[config.mk]
export PLATFORM = sky130hd
export DESIGN_NAME = irq_prio_ctrl
export DESIGN_NICKNAME = d
export VERILOG_FILES = /design/src/rtl/irq_pkg.sv /design/src/rtl/irq_status_bank.sv /design/src/rtl/irq_prio_enc.sv /design/src/rtl/irq_route.sv /design/src/rtl/irq_prio_ctrl.sv
export SDC_FILE = /design/constraint.sdc
export NUM_CORES = 1
export LEC_CHECK = 0
export BUFFER_PORTS_ARGS = -buffer_cell sky130_fd_sc_hd__buf_4
export CAP_MARGIN = 0
export CORE_MARGIN = 1.5
export CORE_UTILIZATION = 40
export DETAILED_ROUTE_END_ITERATION = 16
export PLACE_DENSITY_LB_ADDON = 0.3
export SKIP_LAST_GASP = 1
export SLEW_MARGIN = 5
export SYNTH_ARGS = -nofsm -noshare
export SYNTH_HDL_FRONTEND = slang
export SYNTH_SLANG_ARGS = --single-unit
export TNS_END_PERCENT = 20
[constraint.sdc]
create_clock -name clk -period 4.78 [get_ports clk]
set_clock_uncertainty 0.1 [all_clocks]
set_input_delay 1.434 -clock clk [delete_from_list [all_inputs] [get_ports clk]]
set_output_delay 1.434 -clock clk [all_outputs]
set_load 0.02 [all_outputs]
[src/rtl/irq_pkg.sv]
package irq_pkg;
  localparam int unsigned REG_AW = 3;
  localparam int unsigned DW     = 32;
  localparam int unsigned VEC_W  = 5;

  typedef enum logic [REG_AW-1:0] {
    A_CFG  = 3'd0,
    A_VEC  = 3'd1,
    A_STAT = 3'd2,
    A_PSET = 3'd3,
    A_PTR  = 3'd4
  } reg_addr_e;

  // Index of the lowest set bit; zero when none is set.
  function automatic logic [VEC_W-1:0] lowest_set(input logic [DW-1:0] v);
    logic [VEC_W-1:0] idx;
    idx = '0;
    for (int i = DW - 1; i >= 0; i--) begin
      if (v[i]) idx = VEC_W'(i);
    end
    return idx;
  endfunction

  function automatic logic [DW-1:0] vec_word(input logic [VEC_W-1:0] idx, input logic none);
    return {none, {(DW-VEC_W-1){1'b0}}, idx};
  endfunction
endpackage

[src/rtl/irq_status_bank.sv]
module irq_status_bank #(
  parameter int unsigned N = 32
) (
  input  logic         clk,
  input  logic         rst_n,
  input  logic [N-1:0] set_mask,
  input  logic [N-1:0] clr_mask,
  output logic [N-1:0] status,
  output logic         set_any,
  output logic         any_pend
);
  logic [N-1:0] status_q;

  always_ff @(posedge clk or negedge rst_n) begin
    if (!rst_n) status_q <= '0;
    else        status_q <= (status_q & ~clr_mask) | set_mask;
  end

  assign status   = status_q;
  assign set_any  = |set_mask;
  assign any_pend = |status_q;

  // every bit set in a cycle is present afterwards
  p_set_sticky_r4: assert property (@(posedge clk) disable iff (!rst_n)
    set_any |=> ((status_q & $past(set_mask)) == $past(set_mask)));
  // cleared bits without a coincident set drop
  p_clear_w1c_r3: assert property (@(posedge clk) disable iff (!rst_n)
    (|clr_mask) |=> ((status_q & $past(clr_mask) & ~$past(set_mask)) == '0));
  // bits untouched by set or clear hold their value
  p_hold_r3: assert property (@(posedge clk) disable iff (!rst_n)
    1'b1 |=> ((status_q & ~$past(set_mask) & ~$past(clr_mask)) ==
              ($past(status_q) & ~$past(set_mask) & ~$past(clr_mask))));
endmodule

[src/rtl/irq_prio_enc.sv]
module irq_prio_enc
  import irq_pkg::*;
#(
  parameter int unsigned N = 32
) (
  input  logic             clk,
  input  logic             rst_n,
  input  logic [N-1:0]     status,
  output logic [VEC_W-1:0] vec,
  output logic             none
);
  logic [DW-1:0] wide;

  assign wide = DW'(status);
  assign vec  = lowest_set(wide);
  assign none = (wide == '0);

  // the vector names a set bit and no lower bit is set
  p_vec_winner_r1: assert property (@(posedge clk) disable iff (!rst_n)
    !none |-> (wide[vec] && ((wide & ((DW'(1) << vec) - DW'(1))) == '0)));
  // an empty status always reports vector zero
  p_empty_zero_r2: assert property (@(posedge clk) disable iff (!rst_n)
    none |-> (vec == '0));
endmodule

[src/rtl/irq_route.sv]
module irq_route (
  input  logic clk,
  input  logic rst_n,
  input  logic route_local,
  input  logic set_any,
  input  logic any_pend,
  input  logic msg_ack,
  output logic irq_local,
  output logic msg_req
);
  logic remote_evt;
  logic req_q;

  assign remote_evt = set_any && !route_local;

  always_ff @(posedge clk or negedge rst_n) begin
    if (!rst_n) req_q <= 1'b0;
    else        req_q <= remote_evt || (req_q && !msg_ack);
  end

  assign msg_req   = req_q;
  assign irq_local = route_local && any_pend;

  // request holds until acknowledged
  p_req_hold_r7: assert property (@(posedge clk) disable iff (!rst_n)
    (msg_req && !msg_ack) |=> msg_req);
  // acknowledge without a new event drops the request
  p_req_drop_r7: assert property (@(posedge clk) disable iff (!rst_n)
    (msg_req && msg_ack && !remote_evt) |=> !msg_req);
  // request only rises after a remote-mode set event
  p_req_cause_r7: assert property (@(posedge clk) disable iff (!rst_n)
    $rose(msg_req) |-> $past(remote_evt));
  // remote mode never drives the local line
  p_remote_quiet_r6: assert property (@(posedge clk) disable iff (!rst_n)
    !route_local |-> !irq_local);
endmodule

[src/rtl/irq_prio_ctrl.sv]
module irq_prio_ctrl
  import irq_pkg::*;
#(
  parameter int unsigned NSRC    = 32,
  parameter int unsigned ERR_BIT = NSRC - 1
) (
  input  logic              clk,
  input  logic              rst_n,
  input  logic [NSRC-1:0]   src_evt,
  input  logic              err_evt,
  input  logic              reg_wr,
  input  logic [REG_AW-1:0] reg_addr,
  input  logic [DW-1:0]     reg_wdata,
  output logic [DW-1:0]     reg_rdata,
  output logic              irq_local,
  output logic              msg_req,
  input  logic              msg_ack,
  output logic [DW-1:0]     msg_ptr
);
  localparam int unsigned PTR_LSB = 2;

  logic              route_local_q;
  logic              err_en_q;
  logic [DW-1:PTR_LSB] ptr_q;

  logic wr_cfg, wr_stat, wr_pset, wr_ptr;
  logic [NSRC-1:0]  set_mask, clr_mask, err_mask, status;
  logic             set_any, any_pend, none;
  logic [VEC_W-1:0] vec;

  assign wr_cfg  = reg_wr && (reg_addr == A_CFG);
  assign wr_stat = reg_wr && (reg_addr == A_STAT);
  assign wr_pset = reg_wr && (reg_addr == A_PSET);
  assign wr_ptr  = reg_wr && (reg_addr == A_PTR);

  assign err_mask = (err_evt && err_en_q) ? (NSRC'(1) << ERR_BIT) : '0;
  assign set_mask = src_evt | err_mask | (wr_pset ? reg_wdata[NSRC-1:0] : '0);
  assign clr_mask = wr_stat ? reg_wdata[NSRC-1:0] : '0;

  always_ff @(posedge clk or negedge rst_n) begin
    if (!rst_n) begin
      route_local_q <= 1'b0;
      err_en_q      <= 1'b0;
      ptr_q         <= '0;
    end else begin
      if (wr_cfg) begin
        route_local_q <= reg_wdata[0];
        err_en_q      <= reg_wdata[1];
      end
      if (wr_ptr) ptr_q <= reg_wdata[DW-1:PTR_LSB];
    end
  end

  irq_status_bank #(.N(NSRC)) u_bank (
    .clk(clk), .rst_n(rst_n), .set_mask(set_mask), .clr_mask(clr_mask),
    .status(status), .set_any(set_any), .any_pend(any_pend)
  );

  irq_prio_enc #(.N(NSRC)) u_enc (
    .clk(clk), .rst_n(rst_n), .status(status), .vec(vec), .none(none)
  );

  irq_route u_route (
    .clk(clk), .rst_n(rst_n), .route_local(route_local_q), .set_any(set_any),
    .any_pend(any_pend), .msg_ack(msg_ack), .irq_local(irq_local), .msg_req(msg_req)
  );

  assign msg_ptr = {ptr_q, {PTR_LSB{1'b0}}};

  always_comb begin
    unique case (reg_addr)
      A_CFG:   reg_rdata = {{(DW-2){1'b0}}, err_en_q, route_local_q};
      A_VEC:   reg_rdata = vec_word(vec, none);
      A_STAT:  reg_rdata = DW'(status);
      A_PTR:   reg_rdata = msg_ptr;
      default: reg_rdata = '0;
    endcase
  end

  // with error gating off, an error event alone never sets the error bit
  p_err_gate_r8: assert property (@(posedge clk) disable iff (!rst_n)
    (err_evt && !err_en_q && !src_evt[ERR_BIT] && !wr_pset && !status[ERR_BIT])
      |=> !status[ERR_BIT]);
  // writes to the vector word leave the status alone
  p_vec_ro_r2: assert property (@(posedge clk) disable iff (!rst_n)
    (reg_wr && reg_addr == A_VEC && src_evt == '0 && !err_evt) |=> $stable(status));
endmodule

==> results of run 1 <==
final timing paths:
path                            slack [ns]             startpoint                         end  cells past startpoint
worst max-delay path                  0.41            reg_addr[2]               reg_rdata[31]                      6
worst min-delay path                  0.42  ptr_q[27]$_DFFE_PN0P_       ptr_q[27]$_DFFE_PN0P_                      1
worst max register to register        3.22   err_en_q$_DFFE_PN0P_   u_route.msg_req$_DFF_PN0_                      5
worst min register to register        0.42  ptr_q[27]$_DFFE_PN0P_       ptr_q[27]$_DFFE_PN0P_                      1
max in group asynchronous             2.95                  rst_n  u_bank.status[3]$_DFF_PN0_                      1
min in group asynchronous             1.09                  rst_n       ptr_q[19]$_DFFE_PN0P_                      1
sequential cells by signal, summed over array words and instances (netlist names):
name and cells:
u_bank.status 32, ptr_q 30, route_local_q 1, u_route.msg_req 1, err_en_q 1
worst max-delay path, stage by stage:
cell and delay (ns):
buf_4 0.14, nor4b_1 0.41, and2b_1 0.25, nand4_1 0.16
o31ai_1 0.26, buf_4 0.18
cell families (layout without fill, tap and decap cells):
kind of cell	after synthesis	count (layout)	synth area share
AO/OA/AOI/OAI	95	95	0.230
AND/OR/NAND/NOR	103	103	0.152
multiplexers	34	34	0.110
other	1	2	0.00108
flip-flops	65	65	0.470
buffers and inverters	27	158	0.0376
layer usage:
layer	global-route usage	routed length (µm)	vias up
met5	0	0	-
met1	0.341	4700	1641
met2	0.370	5290	134
li1	-	-	1539
met3	0.0521	699	8
met4	0.0980	117	0
where the power goes:
| group | total [mW] | internal [mW] | switching [mW] |
|---|---|---|---|
| Sequential | 0.677 | 0.618 | 0.0594 |
| Combinational | 0.424 | 0.208 | 0.216 |
| Clock | 0.395 | 0.204 | 0.191 |
| Total | 1.50 | 1.03 | 0.467 |
metrics by stage:
stage	util	setup slack, ns	instance area [µm²]	power [mW]	hold slack, ns
after detailed placement	0.548	0.432	4550	1.11	0.409
after global routing	0.567	0.256	4710	1.57	0.444
final	0.567	0.409	4710	1.50	0.418
after CTS	0.567	0.434	4710	1.51	0.425
after global placement	0.548	0.476	4550	1.11	0.402
after floorplan	-	0.468	3460	0.883	0.375
cell usage in the layout, fill, tap and decap left out, types with 2 or more instances in the layout:
master,count
a21boi_0,2
a21o_1,2
a21oi_1,5
a221o_1,32
a22o_1,26
a22oi_1,5
a31oi_1,2
and2_1,2
buf_4,140
clkbuf_8,11
conb_1,2
dfrtp_1,65
inv_1,6
mux2_1,3
mux2_2,29
mux2i_1,2
nand2_1,38
nand3_1,3
nand4_1,4
nor2_1,15
nor2b_1,2
nor3_1,8
nor3b_4,2
nor4_1,21
nor4b_1,3
o21ai_0,8
o311ai_0,2
o31ai_1,3
final cells by class:
type                    count  area, µm²
clock buffers              11        151
clock inverters             1       5.00
fillers                   761       3590
inverters                   6       22.5
multi-input cells         234       1720
flip-flops and latches     65       1630
well taps                 105        131
repair buffers            140       1050
==> qor.csv, run 1 <==
stage,metric,value,unit
outcome,status,"complete, no violations",
finish,Layout area overhead,36.1,%
power,static leakage,1.94,nW
timing,final setup vio count,0,
synth,YS warnings,0,
timing,unrepaired setup endpoints after global routing,false,
finish,layout cells sized above 1,0.400,
timing,Final Max Slew Viols,0,
critical_path,Crit path required time,3.25,ns
global_route,initial antenna violation count,0,
clocking,Root Buffer,clkbuf_8,
synth,asr flop ratio synth,1.00,
global_route,via count of the first global-routing pass,3279,
route,1st-pass router iterations,4,
placed_design,HPWL after DPL,8070,µm
finish,Final nets,528,
synth,Synth cell types,42,
global_route,GR Overflow Total,0,
global_route,first-pass GRT wire length,16900,µm
critical_path,Setup crit end kind,primary output,
timing,final period utilization,0.914,
clocking,clock latency at the later pin of the worst-skew pair,0.33,ns
timing,crit path time final,4.37,ns
floorplan,core footprint,8300,µm²
floorplan,die area,9220,µm²
timing,final setup TNS,0,ns
placed_design,Placed Cells,550,
synth,number of synthesized flops with an enable pin,0,
global_route,pin count of the biggest net entering global routing,66,
route,drt initial violations,184,
floorplan,Die Wd,96,µm
route,residual DRC count,0,
floorplan,FP Rows,33,
critical_path,CP Class,in2out,
synth,Mean Syn Cell Area,10.6,µm²
critical_path,crit path max fanout,7,
route,Vias per Instance,5.91,
timing,Worst slew margin,0.441,
synth,ys flop type,dfrtp_1,
synth,Gate Count Post-Synth,325,
route,wire length per cell,19.2,µm
clocking,CTS tree,yes,
clocking,Resize count post-CTS,0,
clocking,Worst-path clk slew,0.06,ns
synth,Synth area leaders,"dfrtp_1, mux2_2, a221o_1",
hold_path,hold crit path type,reg2reg,
clocking,Num CTS Buffers,9,
job,max cap viols,0,
floorplan,starting density of the core,0.417,
global_route,Total GRT Usage,0.245,
floorplan,die height,96,µm
finish,Layout Cells excl Fill,562,
synth,area share of the largest cell type after synthesis,0.470,
placed_design,Final GP Congestion,0.843,
synth,cell taking the most area after synthesis,dfrtp_1,
timing,Worst-Margin Slew,0.838,ns
clocking,clk buf depth,2,
power,Worst VDD drop,0.192,mV
route,DR vias,3322,
synth,Post-synth top cells,"dfrtp_1, nand2_1, a221o_1",
clocking,CTS sink cnt,65,
synth,Yosys reg bits,65,
route,Routed Antenna Nets,0,
clocking,hold-fix buffers at CTS,0,
placed_design,PortBufs,135,
critical_path,Startpoint Class,input port,
critical_path,WP data arrival,2.84,ns
power,Pwr Density,318,nW/µm²
clocking,htree depth,3,
timing,maximum clock frequency,0.229,GHz
synth,"count leader, synth",dfrtp_1,
clocking,setup repair bufs after CTS,0,
timing,"Hold Vio Cnt, Final",0,
synth,register area share after synthesis,0.470,
floorplan,top-level I/O count,138,
finish,antenna cells,0,
synth,Mapped Area,3460,µm²
route,drt total wl,10800,µm
(Power assumes the default switching activity.)
==> run 2, diff against run 1 <==
--- a/config.mk
+++ b/config.mk
@@ -8,9 +8,9 @@
 export BUFFER_PORTS_ARGS = -buffer_cell sky130_fd_sc_hd__buf_4
 export CAP_MARGIN = 0
 export CORE_MARGIN = 1.5
-export CORE_UTILIZATION = 40
+export CORE_UTILIZATION = 45
 export DETAILED_ROUTE_END_ITERATION = 16
-export PLACE_DENSITY_LB_ADDON = 0.3
+export PLACE_DENSITY_LB_ADDON = 0.2
 export SKIP_LAST_GASP = 1
 export SLEW_MARGIN = 5
 export SYNTH_ARGS = -nofsm -noshare
==> run 2 against run 1 <==
- fmax grew 0.63%
- largest power group unchanged
- global-route usage grew 0.98 points
- core utilization increased by 8.0 points
- cell area grew 0.85%
- via count up 2.6%
- setup slack improved by 0.027 ns
- hold slack better by 0.0060 ns
- sequential power hardly changed
- power is 4.6% higher
- critical endpoint unchanged
- highest routed layer unchanged
- first-iteration DRC count increased by 44%
==> qor.csv, run 2 (same netlist as run 1, synthesis figures left out) <==
stage,metric,value,unit,change
timing,maximum clock frequency,0.230,GHz,+0.63%
clocking,Num CTS Buffers,9,,unchanged
route,DR vias,3408,,+2.6%
finish,"commonest non-fill, non-tap cell in the layout",buf_4,,
floorplan,core footprint,7330,µm²,-12%
critical_path,critical path's slowest cell,nor4b_1,,
floorplan,Die Wd,90.7,µm,-5.5%
floorplan,top-level I/O count,138,,unchanged
global_route,first-pass GRT wire length,16400,µm,-2.7%
timing,Worst slew margin,0.456,,+0.0153
power,Reg power frac,0.434,,-0.019
finish,layout cells sized above 1,0.405,,+0.00432
timing,final period utilization,0.909,,-0.00571
route,wire length per cell,18.8,µm,-2.3%
placed_design,PortBufs,135,,unchanged
clocking,setup repair bufs after CTS,0,,unchanged
clocking,htree depth,3,,unchanged
finish,Final nets,529,,+0.19%
placed_design,HPWL after DPL,7820,µm,-3.1%
critical_path,max incr delay on CP,0.37,ns,-0.04 ns
clocking,CTS tree,yes,,
route,M1 wire length,4490,µm,-4.4%
finish,most frequent cells in the layout,"buf_4, dfrtp_1, nand2_1, a221o_1, mux2_2",,
clocking,clock latency at the later pin of the worst-skew pair,0.33,ns,about the same
route,residual DRC count,0,,unchanged
power,Pwr Density,330,nW/µm²,+3.7%
critical_path,Crit path required time,3.25,ns,about the same
timing,"Hold Vio Cnt, Final",0,,unchanged
critical_path,R2R setup slack,3.18,ns,-0.04 ns
route,met2 routed WL,4970,µm,-6.0%
floorplan,die area,8220,µm²,-11%
clocking,Worst-path clk slew,0.07,ns,about the same
critical_path,WP buf/inv,2,,unchanged
timing,crit path time final,4.34,ns,-0.0273 ns
global_route,GR Overflow Total,0,,unchanged
clocking,CTS sink cnt,65,,unchanged
critical_path,Startpoint Class,input port,,
power,Comb power frac,0.271,,-0.012
floorplan,die height,90.7,µm,-5.5%
route,Routed Antenna Nets,0,,unchanged
finish,final core occ,0.648,,+0.0804
clocking,hold-fix buffers at CTS,0,,unchanged
timing,unrepaired setup endpoints after global routing,false,,
clocking,Root Buffer,clkbuf_8,,
placed_design,Placed Cells,545,,-0.91%
critical_path,WP data arrival,2.81,ns,-0.03 ns
route,wire length on met3,915,µm,+31%
power,static leakage,1.96,nW,+0.91%
floorplan,starting density of the core,0.472,,+0.0551
finish,Layout Cells excl Fill,561,,-0.18%
global_route,pin count of the biggest net entering global routing,66,,unchanged
hold_path,hold crit path type,reg2reg,,
timing,final setup TNS,0,ns,unchanged
power,switching share of power,0.311,,-0.00101
global_route,via count of the first global-routing pass,3181,,-3.0%
power,Clock Power Share,0.296,,+0.032
clocking,Resize count post-CTS,0,,unchanged
timing,Worst-Margin Slew,0.815,ns,-0.0223 ns
route,1st-pass router iterations,5,,+1
finish,antenna cells,0,,unchanged
critical_path,CP Class,in2out,,
critical_path,CP Cell Sequence,"buf_4, nor4b_1, and2b_1, nand4_1, o31ai_1, buf_4",,
timing,Final Max Slew Viols,0,,unchanged
floorplan,FP Rows,31,,-6.1%
outcome,status,"complete, no violations",,
route,drt initial violations,265,,+44%
critical_path,"delay-heaviest family, CP",simple AND/OR/NAND/NOR gates,,
global_route,initial antenna violation count,0,,unchanged
clocking,clk buf depth,2,,unchanged
power,Switching Power,487,µW,+4.3%
global_route,Total GRT Usage,0.255,,+0.00977
timing,final setup vio count,0,,unchanged
finish,max reg flops,32,,unchanged
critical_path,crit path max fanout,7,,unchanged
route,Vias per Instance,6.07,,+2.8%
critical_path,Setup crit end kind,primary output,,
route,Top Layer Used,met4,,
finish,Layout area overhead,37.2,%,
route,drt total wl,10500,µm,-2.4%
placed_design,Final GP Congestion,0.877,,+4.0%
power,Int Power,1.08,mW,+4.8%
critical_path,"most used cell, CP",buf_4,,
power,Worst VDD drop,0.208,mV,+8.0%
job,max cap viols,0,,unchanged
## run 2: cell types whose count changed in the layout (fill, tap and decap cells not counted)
cell,previous run,this run
clkinv_2,1,2
clkinvlp_4,0,2
clkbuf_1,0,1
bufinv_16,0,1
clkbuf_8,11,10
buf_4,140,141
## run 2: layer usage
layer	vias up	global-route usage
met1	1652	0.349
met5	-	0
li1	1545	-
met3	19	0.0522
met2	192	0.405
met4	0	0.0767
## run 2: final timing paths
path / from / to / cells past startpoint
min in group asynchronous: rst_n / ptr_q[27]$_DFFE_PN0P_ / 1
hold reg to reg: ptr_q[31]$_DFFE_PN0P_ / ptr_q[31]$_DFFE_PN0P_ / 1
max in group asynchronous: rst_n / ptr_q[15]$_DFFE_PN0P_ / 1
hold / removal: ptr_q[31]$_DFFE_PN0P_ / ptr_q[31]$_DFFE_PN0P_ / 1
setup reg to reg: err_en_q$_DFFE_PN0P_ / u_route.msg_req$_DFF_PN0_ / 5
setup / recovery: reg_addr[2] / reg_rdata[31] / 6
## run 2: worst reg2reg max path: stages, from the launching register on
cell	delay (ns)
dfrtp_1	0.40
a21o_1	0.23
nor4_1	0.27
nand3_1	0.16
nor3_1	0.22
a22oi_1	0.09
## run 2: area by class of cell
class | instances | area, µm²
multi-input cells | 234 | 1720
clock inverters | 5 | 55.1
clock buffers | 11 | 141
fillers | 589 | 2580
flip-flops and latches | 65 | 1630
well taps | 99 | 124
inverters | 6 | 22.5
repair buffers | 141 | 1060
## run 2: power groups by stage
stage	Clock, mW	Combinational (mW)	Sequential (mW)
detailed placement	0	0.426	0.688
global route	0.500	0.447	0.689
floorplan	0	0.137	0.746
CTS	0.472	0.427	0.678
global placement	0	0.420	0.684
finish	0.463	0.424	0.679
## run 2: stage by stage
| stage | power [mW] | hold slack, ns | setup WS (ns) | area, µm² |
|---|---|---|---|---|
| floorplan | 0.883 | 0.375 | 0.468 | 3460 |
| global placement | 1.10 | 0.398 | 0.521 | 4550 |
| detailed placement | 1.11 | 0.409 | 0.430 | 4550 |
| CTS | 1.58 | 0.425 | 0.431 | 4750 |
| global route | 1.64 | 0.446 | 0.359 | 4750 |
| finish | 1.57 | 0.424 | 0.436 | 4750 |
==> run 3, diff against run 2 <==
--- a/config.mk
+++ b/config.mk
@@ -5,15 +5,16 @@
 export SDC_FILE = /design/constraint.sdc
 export NUM_CORES = 1
 export LEC_CHECK = 0
-export BUFFER_PORTS_ARGS = -buffer_cell sky130_fd_sc_hd__buf_4
 export CAP_MARGIN = 0
 export CORE_MARGIN = 1.5
 export CORE_UTILIZATION = 45
 export DETAILED_ROUTE_END_ITERATION = 16
+export DONT_BUFFER_PORTS = 1
 export PLACE_DENSITY_LB_ADDON = 0.2
 export SKIP_LAST_GASP = 1
 export SLEW_MARGIN = 5
 export SYNTH_ARGS = -nofsm -noshare
 export SYNTH_HDL_FRONTEND = slang
+export SYNTH_HIERARCHICAL = 1
 export SYNTH_SLANG_ARGS = --single-unit
 export TNS_END_PERCENT = 20
==> run 3 against run 2 <==
- fmax grew 5.7%
- die area up 12%
- sequential share of layout area increased by 5.1 points
- via count decreased by 11%
- global-route usage is 2.6 points lower
- flip-flop and latch count is the same
- highest routed layer unchanged
- combinational power shrank 62%
- cell area decreased by 13%
- core utilization fell by 15 points
- largest power group unchanged
- synthesized cell count is 19% higher
- hold slack got worse by 0.0026 ns
==> qor.csv, run 3 <==
stage,metric,value,unit,change
hold_path,Worst Min Path Start,route_local_q$_DFFE_PN0P_,,
clocking,CTS sink cnt,65,,unchanged
clocking,CTS tree,yes,,
finish,Final Cell Area,4130,µm²,-13%
finish,Final nets,459,,-13%
placed_design,PortBufs,0,,-100%
synth,Synth cell types,45,,+7.1%
critical_path,crit path max fanout,7,,unchanged
global_route,GR Overflow Total,0,,unchanged
finish,layout cells sized above 1,0.0870,,-0.318
route,DR vias,3044,,-11%
floorplan,die height,95.8,µm,+5.7%
floorplan,top-level I/O count,138,,unchanged
timing,Worst-Margin Slew,1.10,ns,+0.287 ns
timing,Final Max Slew Viols,0,,unchanged
critical_path,WP data arrival,2.57,ns,-0.24 ns
power,static leakage,1.65,nW,-16%
global_route,Total GRT Usage,0.228,,-0.0264
floorplan,starting density of the core,0.467,,-0.00471
route,1st-pass router iterations,4,,-1
finish,antenna cells,0,,unchanged
synth,register area share after synthesis,0.419,,-0.0507
critical_path,Worst setup endpoint,reg_rdata[0],,
synth,ys flop type,dfrtp_1,,
timing,final period utilization,0.859,,-0.0492
critical_path,FF-to-FF End,u_route/msg_req$_DFF_PN0_,,
timing,Worst slew margin,0.265,,-0.192
route,Top Layer Used,met4,,
finish,Layout Cells excl Fill,496,,-12%
power,Pwr Density,329,nW/µm²,-0.35%
placed_design,Final GP Congestion,0.909,,+3.7%
route,drt total wl,10200,µm,-3.0%
route,wire length per cell,20.6,µm,+9.7%
global_route,pin count of the biggest net entering global routing,66,,unchanged
finish,Layout area overhead,6.58,%,
global_route,initial antenna violation count,0,,unchanged
placed_design,Placed Cells,481,,-12%
route,Vias per Instance,6.14,,+1.0%
synth,number of synthesized flops with an enable pin,0,,unchanged
floorplan,core footprint,8300,µm²,+13%
route,met2 routed WL,4440,µm,-11%
timing,"Hold Vio Cnt, Final",0,,unchanged
synth,cell taking the most area after synthesis,dfrtp_1,,
route,wire length on met3,896,µm,-2.1%
clocking,Num CTS Buffers,9,,unchanged
timing,final setup vio count,0,,unchanged
synth,Synth area leaders,"dfrtp_1, a21o_1, mux2_1",,
floorplan,FP Rows,33,,+6.5%
job,max cap viols,0,,unchanged
global_route,via count of the first global-routing pass,3051,,-4.1%
hold_path,hold crit path type,reg2reg,,
route,residual DRC count,0,,unchanged
floorplan,die area,9180,µm²,+12%
clocking,hold-fix buffers at CTS,0,,unchanged
synth,Mapped Area,3880,µm²,+12%
clocking,Root Buffer,clkbuf_8,,
timing,crit path time final,4.11,ns,-0.235 ns
synth,"count leader, synth",dfrtp_1,,
power,Worst VDD drop,0.163,mV,-22%
critical_path,reg2reg start,err_en_q$_DFFE_PN0P_,,
clocking,clk buf depth,2,,unchanged
global_route,first-pass GRT wire length,15700,µm,-4.2%
critical_path,R2R setup slack,2.88,ns,-0.30 ns
synth,area share of the largest cell type after synthesis,0.419,,-0.0507
critical_path,Setup crit end kind,primary output,,
critical_path,reg2reg path depth,6,,+1
critical_path,CP Class,reg2out,,
timing,unrepaired setup endpoints after global routing,false,,
critical_path,launch point of the worst path,u_bank/status[30]$_DFF_PN0_,,
synth,YS warnings,6,,+6
timing,final setup TNS,0,ns,unchanged
synth,Mean Syn Cell Area,9.99,µm²,-6.1%
clocking,Worst-path clk slew,0.06,ns,about the same
placed_design,HPWL after DPL,7450,µm,-4.8%
critical_path,Crit path required time,3.25,ns,about the same
synth,Yosys reg bits,65,,unchanged
finish,"commonest non-fill, non-tap cell in the layout",dfrtp_1,,
route,drt initial violations,146,,-45%
route,M1 wire length,4780,µm,+6.5%
synth,Gate Count Post-Synth,388,,+19%
critical_path,Startpoint Class,flip-flop,,
floorplan,Die Wd,95.8,µm,+5.7%
placed_design,Post-Place Cell Area,3960,µm²,-13%
outcome,status,"complete, no violations",,
clocking,htree depth,3,,unchanged
clocking,clock latency at the later pin of the worst-skew pair,0.33,ns,about the same
finish,max reg flops,32,,unchanged
clocking,setup repair bufs after CTS,0,,unchanged
finish,most frequent cells in the layout,"dfrtp_1, a21o_1, inv_1, and2_1, mux2_1",,
synth,asr flop ratio synth,1.00,,unchanged
timing,maximum clock frequency,0.243,GHz,+5.7%
clocking,Resize count post-CTS,0,,unchanged
route,Routed Antenna Nets,0,,unchanged
synth,Post-synth top cells,"dfrtp_1, a21o_1, inv_1",,
finish,Fillers,772,,+31%
run 3: changes by cell type after synthesis, sizes merged, moves of 4 or more:
cell     change
and2        +33
a221o       -31
o2bb2ai      +4
o21ai        -6
nand2       -33
nor4         +4
a211oi       +4
inv         +34
a21o        +62
run 3: critical path, stage by stage (launching register included):
cell,delay (ns)
dfrtp_1,0.46
nor3b_2,0.20
nor3_1,0.07
o31ai_1,0.21
o2111ai_1,0.17
a221oi_1,0.40
a211oi_1,0.13
a211oi_1,0.60
run 3: per-layer routing:
layer / GRT usage / vias to the layer above
met2: 0.346 / 125
met3: 0.0703 / 7
met5: 0 / -
li1: - / 1415
met4: 0.0674 / 0
met1: 0.312 / 1497
run 3: cells by family (layout without fill, tap and decap cells):
family                 count (synthesis)  after routing  share of synthesized area
and+or+nand+nor                      106            106                      0.169
muxes                                 32             32                     0.0929
AOI/OAI and AO/OA                    126            126                      0.252
buffers and inverters                 58             60                     0.0649
other                                  1              2                   0.000967
DFF                                   65             65                      0.419
run 3: cell type report:
class / count / area [µm²] / share of cell area
clock inverters: 4 / 45.0 / 0.0109
multi-input cells: 266 / 2010 / 0.487
well taps: 105 / 131 / 0.0318
inverters: 40 / 150 / 0.0363
repair buffers: 5 / 37.5 / 0.00908
flip-flops and latches: 65 / 1630 / 0.394
clock buffers: 11 / 131 / 0.0318
run 3: how the worst min path moves through the flow:
stage | to | cells after the start | slack, ns
final | u_route/msg_req$_DFF_PN0_ | 1 | 0.42
after global routing | u_route/msg_req$_DFF_PN0_ | 1 | 0.45
after CTS | u_route/msg_req$_DFF_PN0_ | 1 | 0.43
after detailed placement | u_route/msg_req$_DFF_PN0_ | 1 | 0.42
after global placement | u_route/msg_req$_DFF_PN0_ | 1 | 0.42
after floorplan | u_route/msg_req$_DFF_PN0_ | 1 | 0.38
run 3: report_power, final:
group | switching (mW) | internal, mW | leakage (nW) | total [mW]
registers | 0.140 | 0.616 | 0.680 | 0.756
clock network | 0.203 | 0.236 | 0.0929 | 0.439
logic | 0.0869 | 0.0762 | 0.872 | 0.163
run 3: metrics by stage:
stage | hold WS (ns) | power [mW] | setup WS, ns | utilization
2_1_floorplan | 0.382 | 0.893 | 0.864 | -
3_3_place_gp | 0.418 | 0.926 | 0.996 | 0.477
3_5_place_dp | 0.417 | 0.933 | 0.985 | 0.477
4_1_cts | 0.427 | 1.38 | 0.693 | 0.498
5_1_grt | 0.452 | 1.42 | 0.404 | 0.498
6_report | 0.421 | 1.36 | 0.672 | 0.498
